--- config.mk ---
export PLATFORM = sky130hd
export DESIGN_NAME = skew_range_adder
export DESIGN_NICKNAME = d
export VERILOG_FILES = /design/src/rtl/skew_pkg.sv /design/src/rtl/skew_sign_decode.sv /design/src/rtl/skew_ripple_adder.sv /design/src/rtl/skew_ovf_detect.sv /design/src/rtl/skew_range_adder.sv
export SDC_FILE = /design/constraint.sdc
export NUM_CORES = 1
export LEC_CHECK = 0
export ABC_AREA = 1
export CORE_AREA = 10 10 47 49
export DETAILED_ROUTE_END_ITERATION = 8
export DIE_AREA = 0 0 57 59
export DONT_BUFFER_PORTS = 1
export GPL_ROUTABILITY_DRIVEN = 0
export PLACE_DENSITY = 0.34
export SYNTH_ARGS = -nofsm -noshare
export SYNTH_HDL_FRONTEND = slang
export SYNTH_HIERARCHICAL = 1
export SYNTH_SLANG_ARGS = --single-unit
--- constraint.sdc ---
create_clock -name vclk -period 7.4
set_input_delay 1.48 -clock vclk [all_inputs]
set_output_delay 1.48 -clock vclk [all_outputs]
set_load 0.02 [all_outputs]
--- src/rtl/skew_pkg.sv ---
package skew_pkg;

    // Default datapath width of the skewed signed code.
    localparam int DEF_WIDTH = 8;

    // One detector output for each combination of operand signs.
    typedef struct packed {
        logic neg_pair;
        logic pos_pair;
        logic mixed;
    } ovf_cases_t;

endpackage

--- src/rtl/skew_sign_decode.sv ---
// Decodes whether a word of the skewed code is negative: its top two bits
// must both be set.
module skew_sign_decode #(
    parameter int WIDTH = skew_pkg::DEF_WIDTH
) (
    input  logic [WIDTH-1:0] word_i,
    output logic             neg_o
);
    localparam int TOP  = WIDTH - 1;
    localparam int NEXT = WIDTH - 2;

    assign neg_o = word_i[TOP] & word_i[NEXT];
endmodule

--- src/rtl/skew_ripple_adder.sv ---
// Plain ripple-carry adder made from one full-adder slice per bit.
module skew_ripple_adder #(
    parameter int WIDTH = skew_pkg::DEF_WIDTH
) (
    input  logic [WIDTH-1:0] x_i,
    input  logic [WIDTH-1:0] y_i,
    output logic [WIDTH-1:0] s_o,
    output logic             cout_o
);
    logic [WIDTH:0] carry;

    assign carry[0] = 1'b0;

    for (genvar k = 0; k < WIDTH; k++) begin : g_slice
        logic prop;
        logic gen;
        assign prop       = x_i[k] ^ y_i[k];
        assign gen        = x_i[k] & y_i[k];
        assign s_o[k]     = prop ^ carry[k];
        assign carry[k+1] = gen | (prop & carry[k]);
    end

    assign cout_o = carry[WIDTH];
endmodule

--- src/rtl/skew_ovf_detect.sv ---
// Overflow detectors for the three sign cases, built from NOT, AND and OR.
// None of them checks the operand signs. The final flag is chosen using the
// sign flags.
module skew_ovf_detect #(
    parameter int WIDTH = skew_pkg::DEF_WIDTH
) (
    input  logic                  s_top_i,
    input  logic                  s_next_i,
    input  logic                  cout_i,
    input  logic                  a_neg_i,
    input  logic                  b_neg_i,
    output skew_pkg::ovf_cases_t  cases_o,
    output logic                  ovf_o
);
    logic sum_in_neg_band;

    assign sum_in_neg_band = s_top_i & s_next_i;

    // Two negatives: the raw sum always has its top bit set, and it stays
    // in range only if it also lands in the negative band.
    assign cases_o.neg_pair = ~sum_in_neg_band;

    // Two non-negatives: a carry out, or a result that lands in the negative
    // band, means the true sum went past the positive limit.
    assign cases_o.pos_pair = cout_i | sum_in_neg_band;

    // One of each sign: the true sum always falls inside the range.
    assign cases_o.mixed = 1'b0;

    assign ovf_o = (a_neg_i & b_neg_i & cases_o.neg_pair)
                 | (~a_neg_i & ~b_neg_i & cases_o.pos_pair)
                 | ((a_neg_i ^ b_neg_i) & cases_o.mixed);

    if (WIDTH < 3) begin : g_width_guard
        initial $fatal(1, "skew_ovf_detect: WIDTH must be at least 3");
    end
endmodule

--- src/rtl/skew_range_adder.sv ---
// Top level of the adder for the skewed signed code.
module skew_range_adder #(
    parameter int WIDTH = skew_pkg::DEF_WIDTH
) (
    input  logic [WIDTH-1:0] op_a,
    input  logic [WIDTH-1:0] op_b,
    output logic [WIDTH-1:0] sum_o,
    output logic             a_neg_o,
    output logic             b_neg_o,
    output logic             sum_neg_o,
    output logic             ovf_negpair_o,
    output logic             ovf_pospair_o,
    output logic             ovf_mixed_o,
    output logic             ovf_o
);
    localparam int NWORDS = 3;

    logic [WIDTH-1:0]     raw_sum;
    logic                 carry_out;
    logic [WIDTH-1:0]     words [NWORDS];
    logic [NWORDS-1:0]    negs;
    skew_pkg::ovf_cases_t cases;

    skew_ripple_adder #(.WIDTH(WIDTH)) adder_i (
        .x_i    (op_a),
        .y_i    (op_b),
        .s_o    (raw_sum),
        .cout_o (carry_out)
    );

    assign words[0] = op_a;
    assign words[1] = op_b;
    assign words[2] = raw_sum;

    for (genvar w = 0; w < NWORDS; w++) begin : g_sign
        skew_sign_decode #(.WIDTH(WIDTH)) dec_i (
            .word_i (words[w]),
            .neg_o  (negs[w])
        );
    end

    skew_ovf_detect #(.WIDTH(WIDTH)) ovf_i (
        .s_top_i  (raw_sum[WIDTH-1]),
        .s_next_i (raw_sum[WIDTH-2]),
        .cout_i   (carry_out),
        .a_neg_i  (negs[0]),
        .b_neg_i  (negs[1]),
        .cases_o  (cases),
        .ovf_o    (ovf_o)
    );

    assign sum_o         = raw_sum;
    assign a_neg_o       = negs[0];
    assign b_neg_o       = negs[1];
    assign sum_neg_o     = negs[2];
    assign ovf_negpair_o = cases.neg_pair;
    assign ovf_pospair_o = cases.pos_pair;
    assign ovf_mixed_o   = cases.mixed;
endmodule

==> qor.csv <==
metric;value;unit
status;complete, no violations;
syn_nets;53;
area growth from synthesis to layout;2.04;%
vias in the first global route;233;
DR iter-0 viols;0;
Wirelength per Cell;15.0;um
Starting Density;17.5;%
Syn Std Cell Area;245;um2
Worst setup EP type;output pin;
cells after synthesis;29;
largest incremental delay on the critical path;0.41;ns
critical path class;input pin to output pin;
most frequent cells in the layout;inv_1 (9), fa_1 (7), nand2_1 (5);
Post-CTS Setup Inserts;0;
clock buffers;0;
Via density;4.26;
1st-pass router iterations;1;
GR Util All Layers;3.69;%
CP Data Arrival Time;5.28;ns
final instance area;250;um2
largest net degree at the start of global routing;4;
hold buffers post-CTS;0;
Final ANT Viol Nets;0;
DP HPWL;665;um
Port Buffers;0;
commonest non-fill, non-tap cell in the layout;inv_1;
CP Cell Sequence;ha_1 > fa_1 > fa_1 > fa_1 > fa_1 > fa_1 > fa_1 > inv_1 > fa_1 > inv_1 > nand2_2 > nand2_2 > nand2_1 > nand2_1;
delay-heaviest family, CP;adder cells;
Horiz. Die Dim;57;um
VDD IR-drop max;0.0449;mV
Final min period;6.76;ns
DIE HEIGHT;59;um
HP Start;op_b[6];
first-pass GRT wire length;1070;um
Pleak;0.141;nW
slowest cell on the critical path;fa_1;
CP required;5.92;ns
critical path startpoint;op_a[0];
grt ovf;0;
DR vias;183;
RSZ-0062 raised after global routing;false;
final setup violation count;0;
final wirelength;647;um
detailed-route DRC error count;0;
PwrDens;154;mW/mm2
Ys Warns;6;
final worst path period share;91.4;%
sequential cell area;0;um2
worst hold path class;input pin to output pin;
CP dominant cell by count;fa_1;
CP max FO;3;
fill count;166;
Antenna Cells;0;
Tot Pwr;0.0000384;W
share of cells above drive strength 1;7.41;%
CP Buf/Inv Count;2;
Hold Fails Final Rpt;0;
fmax;148;MHz
Top Ports;31;
dpl cell area;250;um2
core area;0.00140;mm2
Distinct cells, synth;9;
Final nets;53;
die area;0.00336;mm2
post-CTS resize count;0;
row cnt;14;
critical path startpoint category;input pin;
mean post-synth cell area;8.46;um2
multi-input logic area;196;um2
final slew viol count;0;
number of sequential cells;0;
register area share after synthesis;0;%
setup_tns;0;ns
Max-Cap Viols;0;
initial antenna violation count;0;
## area by class of cell
cell class / instances / share of cell area [%]
Inverter: 9 / 13.5
Multi-Input combinational cell: 18 / 78.5
Tap cell: 16 / 8.00
## kinds of logic (layout without fill, tap and decap cells)
kind of cell               Yosys count  count (layout)  share of synthesized area (%)
other                                1               1                           1.53
and+or+nand+nor                      9               9                           16.3
adders and majority gates            8               8                           62.2
buffers and inverters               11               9                           19.9
## synth_stat cells
library cell  n  area (um2)
inv_1         9        33.8
fa_1          7         140
nand2_1       5        18.8
buf_4         2        15.0
nand2_2       2        12.5
conb_1        1        3.75
ha_1          1        12.5
nand3_1       1        5.00
nor2_1        1        3.75
## layer usage
metal | track usage, % | wire (um) | vias up | share of wire, %
met5 | 0 | 0 | - | 0
met4 | 0 | 0 | 0 | 0
met3 | 3.86 | 207 | 0 | 32
met2 | 4.65 | 225 | 31 | 35
met1 | 4.44 | 214 | 79 | 33
li1 | - | - | 73 | -
## through the flow
step	setup slack (ns)	std cells	utilization, %	hold slack (ns)
finish	0.637	43	17.9	3.11
global route	0.442	43	17.9	3.14
CTS	0.576	43	17.9	3.11
detailed placement	0.575	43	17.9	3.11
global placement	0.634	43	17.9	3.12
floorplan	0.812	29	-	3.10
## report_power, final
part | internal [W] | total [W] | switching, W
registers | 0 | 0 | 0
clock network | 0 | 0 | 0
logic | 0.0000104 | 0.0000384 | 0.0000280
total | 0.0000104 | 0.0000384 | 0.0000280
## final timing paths
| kind | slack [ns] | endpoint | cells after the start |
|---|---|---|---|
| hold / removal | 3.11 | b_neg_o | 2 |
| setup / recovery | 0.64 | ovf_o | 14 |
No activity file was read; power rests on OpenSTA's default activity.
